[src/rtl/bst_pkg.sv]
package bst_pkg;

    typedef enum logic [1:0] {
        DS_VIRGIN = 2'd0,
        DS_VALID  = 2'd1,
        DS_DIRTY  = 2'd2,
        DS_RSVD   = 2'd3
    } ds_state_e;

    typedef enum logic [2:0] {
        EV_ERASE_GO  = 3'd0,
        EV_ERASE_END = 3'd1,
        EV_PROG_GO   = 3'd2,
        EV_PROG_END  = 3'd3,
        EV_SWAP      = 3'd4
    } ev_kind_e;

    // Thermometer step k of a w-bit status byte: top k+1 bits cleared.
    function automatic logic [31:0] step_value(int w, int k);
        return (32'd1 << (w - 1 - k)) - 32'd1;
    endfunction

endpackage

[src/rtl/bst_seq.sv]
module bst_seq
    import bst_pkg::*;
#(
    parameter int W     = 8,
    parameter int STEPS = 6
) (
    input  logic                     clk,
    input  logic                     rst_n,
    input  logic                     ev_valid,
    input  logic [$clog2(STEPS)-1:0] ev_kind,
    input  logic                     prog_done,
    output logic                     prog_req,
    output logic [W-1:0]             prog_data,
    output logic                     busy,
    output logic                     illegal_event
);
    localparam int KW = $clog2(STEPS);

    typedef struct packed {
        logic [W-1:0] code;
        logic         req;
        logic         busy;
        logic         illegal;
    } seq_t;

    logic [W-1:0] step_tab [STEPS];

    for (genvar k = 0; k < STEPS; k++) begin : g_tab
        assign step_tab[k] = W'(step_value(W, k));
    end

    seq_t s_d, s_q;
    logic         hit;
    logic [W-1:0] nxt;

    always_comb begin
        hit = 1'b0;
        nxt = s_q.code;
        for (int k = 0; k < STEPS - 1; k++) begin
            if (ev_kind == KW'(k) && s_q.code == step_tab[k]) begin
                hit = 1'b1;
                nxt = step_tab[k+1];
            end
        end

        s_d         = s_q;
        s_d.req     = 1'b0;
        s_d.illegal = 1'b0;
        if (s_q.busy && prog_done) begin
            s_d.busy = 1'b0;
        end
        if (ev_valid) begin
            if (!s_q.busy && hit) begin
                s_d.code = nxt;
                s_d.req  = 1'b1;
                s_d.busy = 1'b1;
            end else begin
                s_d.illegal = 1'b1;
            end
        end
    end

    always_ff @(posedge clk or negedge rst_n) begin
        if (!rst_n) begin
            s_q.code    <= W'(step_value(W, 0));
            s_q.req     <= 1'b0;
            s_q.busy    <= 1'b0;
            s_q.illegal <= 1'b0;
        end else begin
            s_q <= s_d;
        end
    end

    assign prog_req      = s_q.req;
    assign prog_data     = s_q.code;
    assign busy          = s_q.busy;
    assign illegal_event = s_q.illegal;

endmodule

[src/rtl/bst_boot.sv]
module bst_boot
    import bst_pkg::*;
#(
    parameter int W     = 8,
    parameter int STEPS = 6
) (
    input  logic         clk,
    input  logic         rst_n,
    input  logic         dec_req,
    input  logic [W-1:0] code_a,
    input  logic [W-1:0] code_b,
    output logic         dec_done,
    output logic         dec_bank,
    output logic         dec_none,
    output logic [1:0]   dec_bad
);
    typedef struct packed {
        logic       done;
        logic       bank;
        logic       none;
        logic [1:0] bad;
    } boot_t;

    logic [W-1:0] step_tab [STEPS];

    for (genvar k = 0; k < STEPS; k++) begin : g_tab
        assign step_tab[k] = W'(step_value(W, k));
    end

    // Per-bank classification: owner codes, handover code, legality.
    logic [1:0] own, hand, legal;
    logic [W-1:0] pick [2];
    assign pick[0] = code_a;
    assign pick[1] = code_b;

    for (genvar b = 0; b < 2; b++) begin : g_bank
        always_comb begin
            own[b] = 1'b0;
            for (int k = 0; k < STEPS - 1; k++) begin
                if (pick[b] == step_tab[k]) own[b] = 1'b1;
            end
            hand[b]  = (pick[b] == step_tab[STEPS-1]);
            legal[b] = own[b] || hand[b] || (pick[b] == {W{1'b1}});
        end
    end

    boot_t b_d, b_q;

    always_comb begin
        b_d      = b_q;
        b_d.done = 1'b0;
        if (dec_req) begin
            b_d.done = 1'b1;
            b_d.bad  = ~legal;
            b_d.bank = 1'b0;
            b_d.none = 1'b0;
            if (hand[0] && !hand[1]) begin
                b_d.bank = 1'b1;
            end else if (hand[1] && !hand[0]) begin
                b_d.bank = 1'b0;
            end else if (!hand[0] && !hand[1] && own[0] && !own[1]) begin
                b_d.bank = 1'b0;
            end else if (!hand[0] && !hand[1] && own[1] && !own[0]) begin
                b_d.bank = 1'b1;
            end else begin
                b_d.none = 1'b1;
            end
        end
    end

    always_ff @(posedge clk or negedge rst_n) begin
        if (!rst_n) begin
            b_q <= '0;
        end else begin
            b_q <= b_d;
        end
    end

    assign dec_done = b_q.done;
    assign dec_bank = b_q.bank;
    assign dec_none = b_q.none;
    assign dec_bad  = b_q.bad;

endmodule

[src/rtl/bst_ds.sv]
module bst_ds
    import bst_pkg::*;
(
    input  logic [1:0] ds_code,
    output logic [1:0] ds_state,
    output logic [1:0] ds_next
);
    ds_state_e st;

    always_comb begin
        unique case (ds_code)
            2'b11:   begin st = DS_VIRGIN; ds_next = 2'b01; end
            2'b01:   begin st = DS_VALID;  ds_next = 2'b00; end
            2'b00:   begin st = DS_DIRTY;  ds_next = 2'b00; end
            default: begin st = DS_RSVD;   ds_next = 2'b10; end
        endcase
    end

    assign ds_state = st;

endmodule

[src/rtl/bank_status_tracker.sv]
module bank_status_tracker #(
    parameter int W     = 8,
    parameter int STEPS = 6
) (
    input  logic         clk,
    input  logic         rst_n,
    input  logic         ev_valid,
    input  logic [2:0]   ev_kind,
    input  logic         prog_done,
    output logic         prog_req,
    output logic [7:0]   prog_data,
    output logic         busy,
    output logic         illegal_event,
    input  logic         dec_req,
    input  logic [7:0]   code_a,
    input  logic [7:0]   code_b,
    output logic         dec_done,
    output logic         dec_bank,
    output logic         dec_none,
    output logic [1:0]   dec_bad,
    input  logic [1:0]   ds_code,
    output logic [1:0]   ds_state,
    output logic [1:0]   ds_next
);
    localparam int KW = $clog2(STEPS);

    logic [W-1:0] pd_w;

    bst_seq #(.W(W), .STEPS(STEPS)) i_seq (
        .clk           (clk),
        .rst_n         (rst_n),
        .ev_valid      (ev_valid),
        .ev_kind       (KW'(ev_kind)),
        .prog_done     (prog_done),
        .prog_req      (prog_req),
        .prog_data     (pd_w),
        .busy          (busy),
        .illegal_event (illegal_event)
    );

    assign prog_data = 8'(pd_w);

    bst_boot #(.W(W), .STEPS(STEPS)) i_boot (
        .clk      (clk),
        .rst_n    (rst_n),
        .dec_req  (dec_req),
        .code_a   (W'(code_a)),
        .code_b   (W'(code_b)),
        .dec_done (dec_done),
        .dec_bank (dec_bank),
        .dec_none (dec_none),
        .dec_bad  (dec_bad)
    );

    bst_ds i_ds (
        .ds_code  (ds_code),
        .ds_state (ds_state),
        .ds_next  (ds_next)
    );

endmodule

[config.mk]
export PLATFORM = sky130hd
export DESIGN_NAME = bank_status_tracker
export DESIGN_NICKNAME = d
export VERILOG_FILES = /design/src/rtl/bst_pkg.sv /design/src/rtl/bst_seq.sv /design/src/rtl/bst_boot.sv /design/src/rtl/bst_ds.sv /design/src/rtl/bank_status_tracker.sv
export SDC_FILE = /design/constraint.sdc
export NUM_CORES = 1
export LEC_CHECK = 0
export BUFFER_PORTS_ARGS = -buffer_cell sky130_fd_sc_hd__clkbuf_2
export CORE_ASPECT_RATIO = 0.9
export CORE_UTILIZATION = 43
export CTS_CLUSTER_SIZE = 20
export DETAILED_ROUTE_END_ITERATION = 6
export HOLD_SLACK_MARGIN = 0.15
export PLACE_DENSITY = 0.79
export SYNTH_ARGS = -nofsm -noshare
export SYNTH_HDL_FRONTEND = slang
export SYNTH_SLANG_ARGS = --single-unit
[constraint.sdc]
create_clock -name clk -period 1.55 [get_ports clk]
set_input_delay 0.0775 -clock clk [delete_from_list [all_inputs] [get_ports clk]]
set_output_delay 0.0775 -clock clk [all_outputs]
set_load 0.005 [all_outputs]
After elaboration in Yosys (flattened, before gate mapping)
Cells that the tools add are included.

Bitwise logic cells: 1. Eq/ne operators: 25. Muxes and demuxes: 35. Reduce and logical (&&, ||, !) cells: 28.

Operators with widths (number): two-way mux 8 bit (5); two-way mux 1 bit (25); equality test 8 x 3 -> 1 bit (second input constant) (3); equality test 8 x 4 -> 1 bit (second input constant) (3); equality test 8 x 5 -> 1 bit (second input constant) (3); equality test 8 x 6 -> 1 bit (second input constant) (3); equality test 8 x 7 -> 1 bit (second input constant) (3); equality test 8 x 2 -> 1 bit (second input constant) (2); equality test 8 bit (second input constant) (2); logical AND 1 bit (14); equality test 3 x 2 -> 1 bit (second input constant) (2); one-hot mux 2 bit (3 select lines) (1); logical NOT 1 bit (5); two-way mux 5 bit (1); nonzero test 5 bit (1); logical OR 1 bit (4); one-hot mux 2 bit (2 select lines) (1); equality test 3 x 1 -> 1 bit (second input constant) (1); equality test 3 bit (second input constant) (1); logical NOT 3 bit (1); two-way mux 3 bit (1); AND reduction 3 bit (1); equality test 2 x 1 -> 1 bit (second input constant) (1); equality test 2 bit (second input constant) (1); 4 further kinds (4).

Output and inout port bits: 20. Bits in registers: 16. Word-level logic and storage cells: 97.

Depth between registers and ports, before layout
Gate-level depths: netlist of the first run.

Depth after elaboration: 13. Mapped depth: 5. Depth with buffers taken out: 5.

Modules after synthesis
Synthesis of the first run repeated with hierarchy kept, for this count alone.

Cells, all modules: 89. Area, all modules: 852.1 sq um.

By module, submodules not included: bst_seq (times used 1, cells an instance 37, sequential area each 206.4 sq um, area an instance 415.4 sq um); bst_boot (times used 1, cells an instance 46, sequential area each 125.1 sq um, area an instance 385.4 sq um); bst_ds (times used 1, cells an instance 6, sequential area each 0.0 sq um, area an instance 51.3 sq um).

Worst setup path before layout of the first run
Ideal clock, no wire load.

Path kind: flip-flop to flip-flop. Start point: register i_seq.s_q (netlist bit i_seq.prog_data[3]). End point: register i_seq.s_q (netlist bit i_seq.illegal_event). Cell stages (with the launch flop): 5. Data required time: 1431 ps. Library setup time: 119 ps. Setup slack: 125 ps. Arrival: 1306 ps. Period minus slack after synthesis: 1425 ps. Cells stage by stage: dfstp_2 or4b_4 o22ai_2 a22oi_2 o21a_1.

RTL lines: start, declared (RTL line bst_seq.sv:32) `seq_t s_d, s_q;`.

==> metrics.cfg, run 1 <==
[clocking]
ctsLongestPathBuffers = 2
path_clk_slew_ps = 70
cts_tree = built
cts_buffers = 3
clkSinkCount = 13
htreeDepth = 1
cts_root_buf = clkbuf_4
clock_latency_ps = 270

[cells_and_area]
fin_util = 0.663
layout_common_cells = clkbuf_2, inv_1, nand2_1, dfrtp_1
stdcell_area_um2 = 1160
layout.area.seq_um2 = 332
layout_commonest_cell = clkbuf_2
nFillCells = 157
layout.cells.non_filler = 162
drive_above_1_share = 0.442
diodes = 0
area_delta_synth_final_pct = 37.7
multiInputGateArea_um2 = 472
nets = 168

[routing]
routed_wl_mm = 1.85
drtIter0Drc = 0
firstDrtPassIters = 1
avgViaCountPerCell = 5.06
avgRoutedWirePerCell_um = 11.4
dr_total_vias = 820
drc = 0
antenna_left = 0

[die]
dieArea_um2 = 2140
initial_core_util = 0.481
coreArea_um2 = 1750
chipHeight_um = 44.0
num_io_pins = 46
rows = 14
die_x_um = 48.7

[worst_hold_path]
hp-class = input pin to flip-flop
whs_endpoint = i_boot.dec_bad[0]
hold_depth = 4
min_from = code_a[7]

[global_route]
antenna_found_initial = 0
grt_pass1_wl_mm = 3.11
grt_overflow = 0
grtUsageTotal = 0.187
grt_pass1_vias = 783
grt_max_degree = 14

[worst_setup_path]
criticalPathCategory = input pin to flip-flop
worstPathMaxFanout = 4
cp.required_ps = 1710
r2r-start = i_seq.prog_data[3]
ff2ff_setup_slack_ps = 110
cp-start-kind = input pin
rr_worst_depth = 4
cp.arrival_ps = 1650
end_kind = flip-flop
r2r-end = i_seq.illegal_event

[placed_design]
hpwl_mm = 1.45
port_buffers = 42
dp.cells = 152
place.gp.congestion = 0.826
place_area_um2 = 1060
dpl_worst_slack_ps = 65.1

[synth]
synth_top_flop_cell = dfrtp_1
ys_seq_area_frac = 0.393
syn_inst = 88
synth_edf_count = 0
synth-async-reset-ratio = 1.00
syn-cell-area_um2 = 843
yosysWarnings = 0
synth.distinct_cells = 44
synth.avg_cell_area_um2 = 9.58
ys_ff_latch = 13

[sta]
max_slew_margin = 0.548
fin_tns_setup_ps = 0
hold_ws_ps = 181
final.period_utilization = 0.958
rsz0062_at_grt = no
worstMarginPinSlew_ps = 672
period_minus_slack_ps = 1490
setup_viol = 0
fmax_mhz = 673
finalHoldViolCount = 0
drv_slew = 0
skew_ps = 1.38
fin_ws_ps = 64.5

[power_and_ir_drop]
p_sw_frac = 0.254
clkPwrFrac = 0.296
p_total_mw = 0.688
pwr_density_cell_nw_per_um2 = 592
leakagePower_nw = 0.554
internal_power_mw = 0.513
switchingPower_mw = 0.175
ir_worst_vdd_mv = 0.352
combPwrFrac = 0.193
p_seq_frac = 0.511

[run]
maxCapViolations = 0

[outcome]
outcome = completed

final cells by class:
type,count,area share
inverters,9,0.0291
well taps,24,0.0259
clock buffers,4,0.0226
flip-flops and latches,13,0.286
multi-input cells,64,0.406
repair buffers,48,0.231
repair_timing:
| item | 4_1_cts | 5_1_grt |
|---|---|---|
| hold buffers | 5 | 0 |
| setup buffers | 0 | 1 |
| endpoints found under the hold margin | 20 | 0 |
| gates resized for setup | 0 | 3 |
| setup endpoints to repair | 0 | 4 |
worst max path at each step:
stage | start | end | depth (start not counted)
6_report | ev_kind[2] | i_seq.illegal_event | 6
3_5_place_dp | i_seq.prog_data[4] | i_seq.illegal_event | 4
4_1_cts | ev_kind[2] | i_seq.illegal_event | 6
2_1_floorplan | i_seq.prog_data[3] | i_seq.illegal_event | 4
3_3_place_gp | i_seq.prog_data[3] | i_seq.illegal_event | 4
5_1_grt | ev_kind[2] | i_seq.illegal_event | 6
synth_stat cells (2+ instances only):
cell,instances,share of area
dfrtp_1,8,0.24
conb_1,2,0.0089
nor3_1,2,0.012
ha_1,3,0.045
nand3b_1,3,0.027
mux2i_1,2,0.024
buf_4,3,0.027
nor2_1,3,0.013
nand2_1,8,0.036
dfstp_2,5,0.16
a21oi_1,2,0.012
o21a_1,2,0.018
o22ai_1,3,0.022
nand4_1,2,0.015
nor2b_1,2,0.015
nor4_1,2,0.015
inv_1,9,0.040
cells by family (layout without fill, tap and decap cells):
logic type | count (synthesis) | in the layout | share of synthesized area
XOR/XNOR | 2 | 2 | 0.0208
adder cells (fa/ha/maj) | 3 | 3 | 0.0445
AO/OA/AOI/OAI | 19 | 19 | 0.177
buffers and inverters | 12 | 61 | 0.0668
other | 2 | 3 | 0.00891
AND/OR/NAND/NOR | 35 | 35 | 0.266
flip-flops | 13 | 13 | 0.393
multiplexers | 2 | 2 | 0.0237
power by group through the flow:
stage | clock, mW | sequential, mW | combinational [mW]
floorplan | 0 | 0.359 | 0.0519
global placement | 0 | 0.358 | 0.118
detailed placement | 0 | 0.358 | 0.122
CTS | 0.210 | 0.351 | 0.132
global route | 0.221 | 0.353 | 0.151
finish | 0.204 | 0.351 | 0.133
registers in the layout (all words and copies together), names as in the netlist:
name	cells
i_boot.dec_done	1
i_seq.busy	1
i_boot.dec_bank	1
i_seq.illegal_event	1
i_boot.dec_bad	2
i_seq.prog_req	1
i_seq.prog_data	5
i_boot.dec_none	1
worst max-delay path, cell delays in order:
cell and delay, ps:
dlygate4sd3_1 520, buf_2 130, or4b_4 480, o22ai_4 120, a22oi_2 130, o21a_1 180
per-layer routing:
metal	wire, µm	GRT usage	vias to the layer above
met4	0	0.0765	0
li1	-	-	413
met1	816	0.241	376
met2	940	0.317	31
met5	0	0	-
met3	96	0.0344	0
Note: power is estimated with default switching activity, not from simulation.
==> run 2: changes to the inputs <==
==> constraint.sdc (replaced) <==
create_clock -name clk -period 1.55 [get_ports clk]
set_input_delay 0.155 -clock clk [delete_from_list [all_inputs] [get_ports clk]]
set_output_delay 0.155 -clock clk [all_outputs]
set_load 0.005 [all_outputs]
==> run 2 against run 1 <==
Compared with the run above: clock skew grew 2.1 ps; worst setup slack gained 22 ps; combinational power is essentially flat; first-iteration DRC count grew 11; critical endpoint unchanged; highest routed layer unchanged; hold slack gained 53 ps; sequential cell count is the same; fmax grew 1.5%; critical path type is now flip-flop to flip-flop; global-route usage grew 0.43 points; sequential share of layout area grew 0.44 points; die area is the same.
==> metrics.cfg, run 2 (synthesis results as in run 1) <==
[global_route]
grt_use_met2 = 0.400  ; +0.0833
grtUsageTotal = 0.191  ; +0.00426
grt_util_met1 = 0.192  ; -0.0490
grt_overflow = 0  ; unchanged
grt_pass1_wl_mm = 3.13  ; +0.68%
grt-busiest-layer = met2
grt_pass1_vias = 801  ; +2.3%
grt_max_degree = 14  ; unchanged
grtUsageMet3 = 0.0344  ; unchanged
antenna_found_initial = 0  ; unchanged

[clocking]
clkSinkCount = 13  ; unchanged
cts_root_buf = clkbuf_4
htreeDepth = 1  ; unchanged
cts_setup_buffers = 0  ; unchanged
ctsLongestPathBuffers = 2  ; unchanged
cts_buffers = 3  ; unchanged
path_clk_slew_ps = 80  ; about the same
cts_tree = built
clock_latency_ps = 270  ; about the same

[routing]
drc = 0  ; unchanged
antenna_left = 0  ; unchanged
routed_wl_mm = 1.95  ; +5.2%
drtIter0Drc = 11  ; +11
dr_total_vias = 830  ; +1.2%
avgRoutedWirePerCell_um = 12.1  ; +5.8%
avgViaCountPerCell = 5.16  ; +1.8%
firstDrtPassIters = 4  ; +3

[worst_hold_path]
hold_depth = 3  ; -1
whs_endpoint = i_seq.prog_data[3]
min_from = ev_kind[2]
hp-class = input pin to flip-flop

[die]
die_x_um = 48.7  ; unchanged
rows = 14  ; unchanged
dieArea_um2 = 2140  ; unchanged
chipHeight_um = 44.0  ; unchanged
num_io_pins = 46  ; unchanged
initial_core_util = 0.481  ; unchanged
coreArea_um2 = 1750  ; unchanged

[worst_setup_path]
cp.required_ps = 1710  ; about the same
cp-start-kind = flip-flop
worstPathMaxFanout = 5  ; +1
criticalPathCategory = flip-flop to flip-flop
cp.arrival_ps = 1630  ; -20 ps
r2r-end = i_seq.illegal_event
r2r-start = i_seq.prog_data[3]
ff2ff_setup_slack_ps = 90  ; -20 ps
rr_worst_depth = 4  ; unchanged
end_kind = flip-flop

[cells_and_area]
nets = 167  ; -0.60%
layout.cells.non_filler = 161  ; -0.62%
layout_commonest_cell = clkbuf_2
layout_common_cells = clkbuf_2, inv_1, nand2_1, dfrtp_1, dfstp_2
largest_reg_flops = 5  ; unchanged
fin_util = 0.653  ; -0.0100
drive_above_1_share = 0.445  ; +0.00323
area_delta_synth_final_pct = 35.6
diodes = 0  ; unchanged

[placed_design]
place.gp.congestion = 0.849  ; +2.7%
dpl_worst_slack_ps = 94.0  ; +28.9 ps
hpwl_mm = 1.50  ; +3.2%
port_buffers = 42  ; unchanged
dp.cells = 153  ; +0.66%

[sta]
period_minus_slack_ps = 1460  ; -21.7 ps
fin_tns_setup_ps = 0  ; unchanged
rsz0062_at_grt = no
setup_viol = 0  ; unchanged
finalHoldViolCount = 0  ; unchanged
fin_ws_ps = 86.2  ; +21.7 ps
final.period_utilization = 0.944  ; -0.0140
drv_slew = 0  ; unchanged
fmax_mhz = 683  ; +1.5%
skew_ps = 3.49  ; +2.10 ps
hold_ws_ps = 234  ; +52.9 ps

[run]
maxCapViolations = 0  ; unchanged

[power_and_ir_drop]
pwr_density_cell_nw_per_um2 = 605  ; +2.1%
ir_worst_vdd_mv = 0.379  ; +7.6%
leakagePower_nw = 0.551  ; -0.63%

[outcome]
outcome = completed

==> run 2: cell types whose count changed in the layout (fill, tap and decap cells not counted), sizes merged <==
cell,change
clkbuf,+1
buf,-1
dlygate4sd3,-1
==> run 2: how the worst max path moves through the flow <==
stage                                  start             endpoint  slack (ps)  depth (start not counted)
after floorplan           i_seq.prog_data[3]  i_seq.illegal_event         130                          4
after global placement    i_seq.prog_data[3]  i_seq.illegal_event         110                          4
after detailed placement  i_seq.prog_data[3]  i_seq.illegal_event          90                          4
after CTS                 i_seq.prog_data[3]  i_seq.illegal_event          80                          4
after global routing      i_seq.prog_data[4]   i_seq.prog_data[3]          50                          5
final                     i_seq.prog_data[3]  i_seq.illegal_event          90                          4
==> run 2: final cells by class <==
type                    count  area (µm²)
fillers                   159         608
repair buffers             47         258
flip-flops and latches     13         332
well taps                  24        30.0
clock buffers               4        26.3
inverters                   9        33.8
multi-input cells          64         464
==> run 2: power by group <==
group / internal, mW / total (mW) / switching [mW]
clock: 0.0996 / 0.206 / 0.106
combinational: 0.0650 / 0.134 / 0.0694
sequential: 0.348 / 0.351 / 0.00360
==> run 2: layer usage <==
layer / vias up / part of all wire
met2: 33 / 0.54
li1: 415 / -
met5: - / 0
met1: 382 / 0.40
met3: 0 / 0.057
met4: 0 / 0
==> run 2: worst max-delay path, cell delays in order (launching register included) <==
cell     delay (ps)
dfstp_2         390
or4b_4          490
o22ai_2         160
a22oi_2         130
o21a_1          180
==> run 2: timing repair <==
item / in CTS / in global routing
hold buffers: 4 / 0
setup endpoints to repair: 0 / 4
hold endpoints to repair: 16 / 0
resized for setup: 0 / 1
==> run 2: stage by stage <==
stage / cell area (µm²) / power, mW
after global placement: 1070 / 0.476
after detailed placement: 1070 / 0.482
after floorplan: 847 / 0.411
final: 1140 / 0.692
after global routing: 1140 / 0.728
after CTS: 1140 / 0.699
==> run 3: changes to the inputs <==
--- a/config.mk
+++ b/config.mk
@@ -6,12 +6,13 @@
 export NUM_CORES = 1
 export LEC_CHECK = 0
 export BUFFER_PORTS_ARGS = -buffer_cell sky130_fd_sc_hd__clkbuf_2
-export CORE_ASPECT_RATIO = 0.9
 export CORE_UTILIZATION = 43
 export CTS_CLUSTER_SIZE = 20
 export DETAILED_ROUTE_END_ITERATION = 6
+export GPL_ROUTABILITY_DRIVEN = 0
 export HOLD_SLACK_MARGIN = 0.15
 export PLACE_DENSITY = 0.79
+export RECOVER_POWER = 25
 export SYNTH_ARGS = -nofsm -noshare
 export SYNTH_HDL_FRONTEND = slang
 export SYNTH_SLANG_ARGS = --single-unit
==> run 3 against run 2 <==
Compared with the run above: sequential power about the same; total power down 1.8%; final cell count up 1.2%; via count up 0.60%; count of clock-buffer cells in the layout unchanged; combinational power about the same; critical endpoint unchanged.
==> metrics.cfg, run 3 (synthesis results as in run 1) <==
[routing]
routed_wl_mm = 1.78  ; -8.6%
avgViaCountPerCell = 5.12  ; -0.63%
antenna_left = 0  ; unchanged
firstDrtPassIters = 4  ; unchanged
drtIter0Drc = 14  ; +3
dr_total_vias = 835  ; +0.60%
avgRoutedWirePerCell_um = 10.9  ; -9.7%
drc = 0  ; unchanged

[global_route]
antenna_found_initial = 0  ; unchanged
grtUsageTotal = 0.198  ; +0.00634
grt_max_degree = 14  ; unchanged
grt_overflow = 0  ; unchanged
grt_pass1_wl_mm = 2.99  ; -4.4%
grt_pass1_vias = 736  ; -8.1%

[power_and_ir_drop]
p_total_mw = 0.679  ; -1.8%
pwr_density_cell_nw_per_um2 = 590  ; -2.5%
leakagePower_nw = 0.553  ; +0.33%
ir_worst_vdd_mv = 0.325  ; -14%

[worst_setup_path]
worstPathMaxFanout = 5  ; unchanged
cp-start-kind = flip-flop
cp_slowest_cell = or4b_4
crit_chain = or4b_4 > o22ai_2 > a22oi_2 > o21a_1
cpPeakStageDelay_ps = 480  ; about the same
r2r-end = i_seq.illegal_event
criticalPathCategory = flip-flop to flip-flop
ff2ff_setup_slack_ps = 80  ; about the same
rr_worst_depth = 4  ; unchanged
cp.arrival_ps = 1630  ; about the same
cp.required_ps = 1710  ; about the same
crit_buf_inv = 0  ; unchanged
r2r-start = i_seq.prog_data[3]
path_depth = 4  ; unchanged
crit_family = compound AO/OA/AOI/OAI gates
end_kind = flip-flop

[placed_design]
hpwl_mm = 1.48  ; -1.4%
port_buffers = 42  ; unchanged
place_area_um2 = 1080  ; +0.82%
dp.cells = 155  ; +1.3%

[die]
coreArea_um2 = 1780  ; +1.8%
die_x_um = 46.3  ; -4.9%
initial_core_util = 0.473  ; -0.00845
dieArea_um2 = 2140  ; about the same
chipHeight_um = 46.3  ; +5.2%
rows = 15  ; +1
num_io_pins = 46  ; unchanged

[clocking]
clkSinkCount = 13  ; unchanged
htreeDepth = 1  ; unchanged
cts_root_buf = clkbuf_4
clock_latency_ps = 260  ; about the same
ctsLongestPathBuffers = 2  ; unchanged
path_clk_slew_ps = 70  ; about the same
cts_buffers = 3  ; unchanged
cts_tree = built

[worst_hold_path]
whs_endpoint = i_seq.prog_data[3]
min_from = ev_kind[2]
hold_depth = 3  ; unchanged
hp-class = input pin to flip-flop

[sta]
fmax_mhz = 679  ; -0.55%
final.period_utilization = 0.950  ; +0.00519
skew_ps = 0.395  ; -3.09 ps
setup_viol = 0  ; unchanged
max_slew_margin = 0.562
fin_tns_setup_ps = 0  ; unchanged
period_minus_slack_ps = 1470  ; +8.04 ps
rsz0062_at_grt = no
worstMarginPinSlew_ps = 657
hold_ws_ps = 221  ; -12.7 ps
drv_slew = 0  ; unchanged
finalHoldViolCount = 0  ; unchanged

[cells_and_area]
stdcell_area_um2 = 1150  ; +0.66%
diodes = 0  ; unchanged
layout_commonest_cell = clkbuf_2
nets = 168  ; +0.60%
nFillCells = 156  ; -1.9%
layout_common_cells = clkbuf_2, inv_1, nand2_1, dfrtp_1, dfstp_2
area_delta_synth_final_pct = 36.5
largest_reg_flops = 5  ; unchanged
layout.cells.non_filler = 163  ; +1.2%
drive_above_1_share = 0.442  ; -0.00323

[outcome]
outcome = completed

[run]
maxCapViolations = 0  ; unchanged

-- run 3: cell count changes in the layout (fill, tap and decap cells not counted), sizes merged --
cell,change
buf,+1
-- run 3: routing by layer --
layer  vias up  routed length, µm  GRT usage
li1        416                  -          -
met5         -                  0          0
met4         0                 38      0.106
met1       380                748      0.235
met3         4                 97     0.0235
met2        35                896      0.344
-- run 3: what timing repair did --
action,in CTS,in global routing
buffers inserted,0,0
gates resized for setup,0,1
hold buffers,4,0
setup endpoints to repair,0,3
hold endpoints to repair,16,0
-- run 3: cell type report --
class | count | area [µm²] | area share
Timing Repair Buffer | 48 | 264 | 0.229
Inverter | 9 | 33.8 | 0.0293
Tap cell | 25 | 31.3 | 0.0272
Multi-Input combinational cell | 64 | 464 | 0.403
Clock buffer | 4 | 26.3 | 0.0228
Sequential cell | 13 | 332 | 0.288
-- run 3: worst register-to-register path, delay by kind of cell (launching register included) --
family | cells | cell delay, ps
flops | 1 | 390
simple gates | 1 | 480
compound gates | 3 | 490
-- run 3: worst max-delay path by stage --
stage / startpoint / endpoint / slack [ps]
floorplan: i_seq.prog_data[3] / i_seq.illegal_event / 130
global placement: i_seq.prog_data[3] / i_seq.illegal_event / 110
detailed placement: i_seq.prog_data[4] / i_seq.illegal_event / 50
CTS: i_seq.prog_data[4] / i_seq.illegal_event / 50
global route: i_seq.prog_data[3] / i_seq.prog_data[3] / 7
finish: i_seq.prog_data[3] / i_seq.illegal_event / 80
-- run 3: power breakdown --
group	total [mW]	leakage, nW	internal [mW]	switching [mW]
sequential	0.352	0.147	0.348	0.00401
combinational	0.132	0.390	0.0654	0.0663
clock	0.195	0.0150	0.0996	0.0958
-- run 3: per-stage QoR --
stage | utilization | setup slack [ps]
CTS | 0.644 | 45.3
global placement | 0.606 | 106
finish | 0.646 | 78.2
floorplan | - | 125
global route | 0.646 | 7.39
detailed placement | 0.606 | 52.2
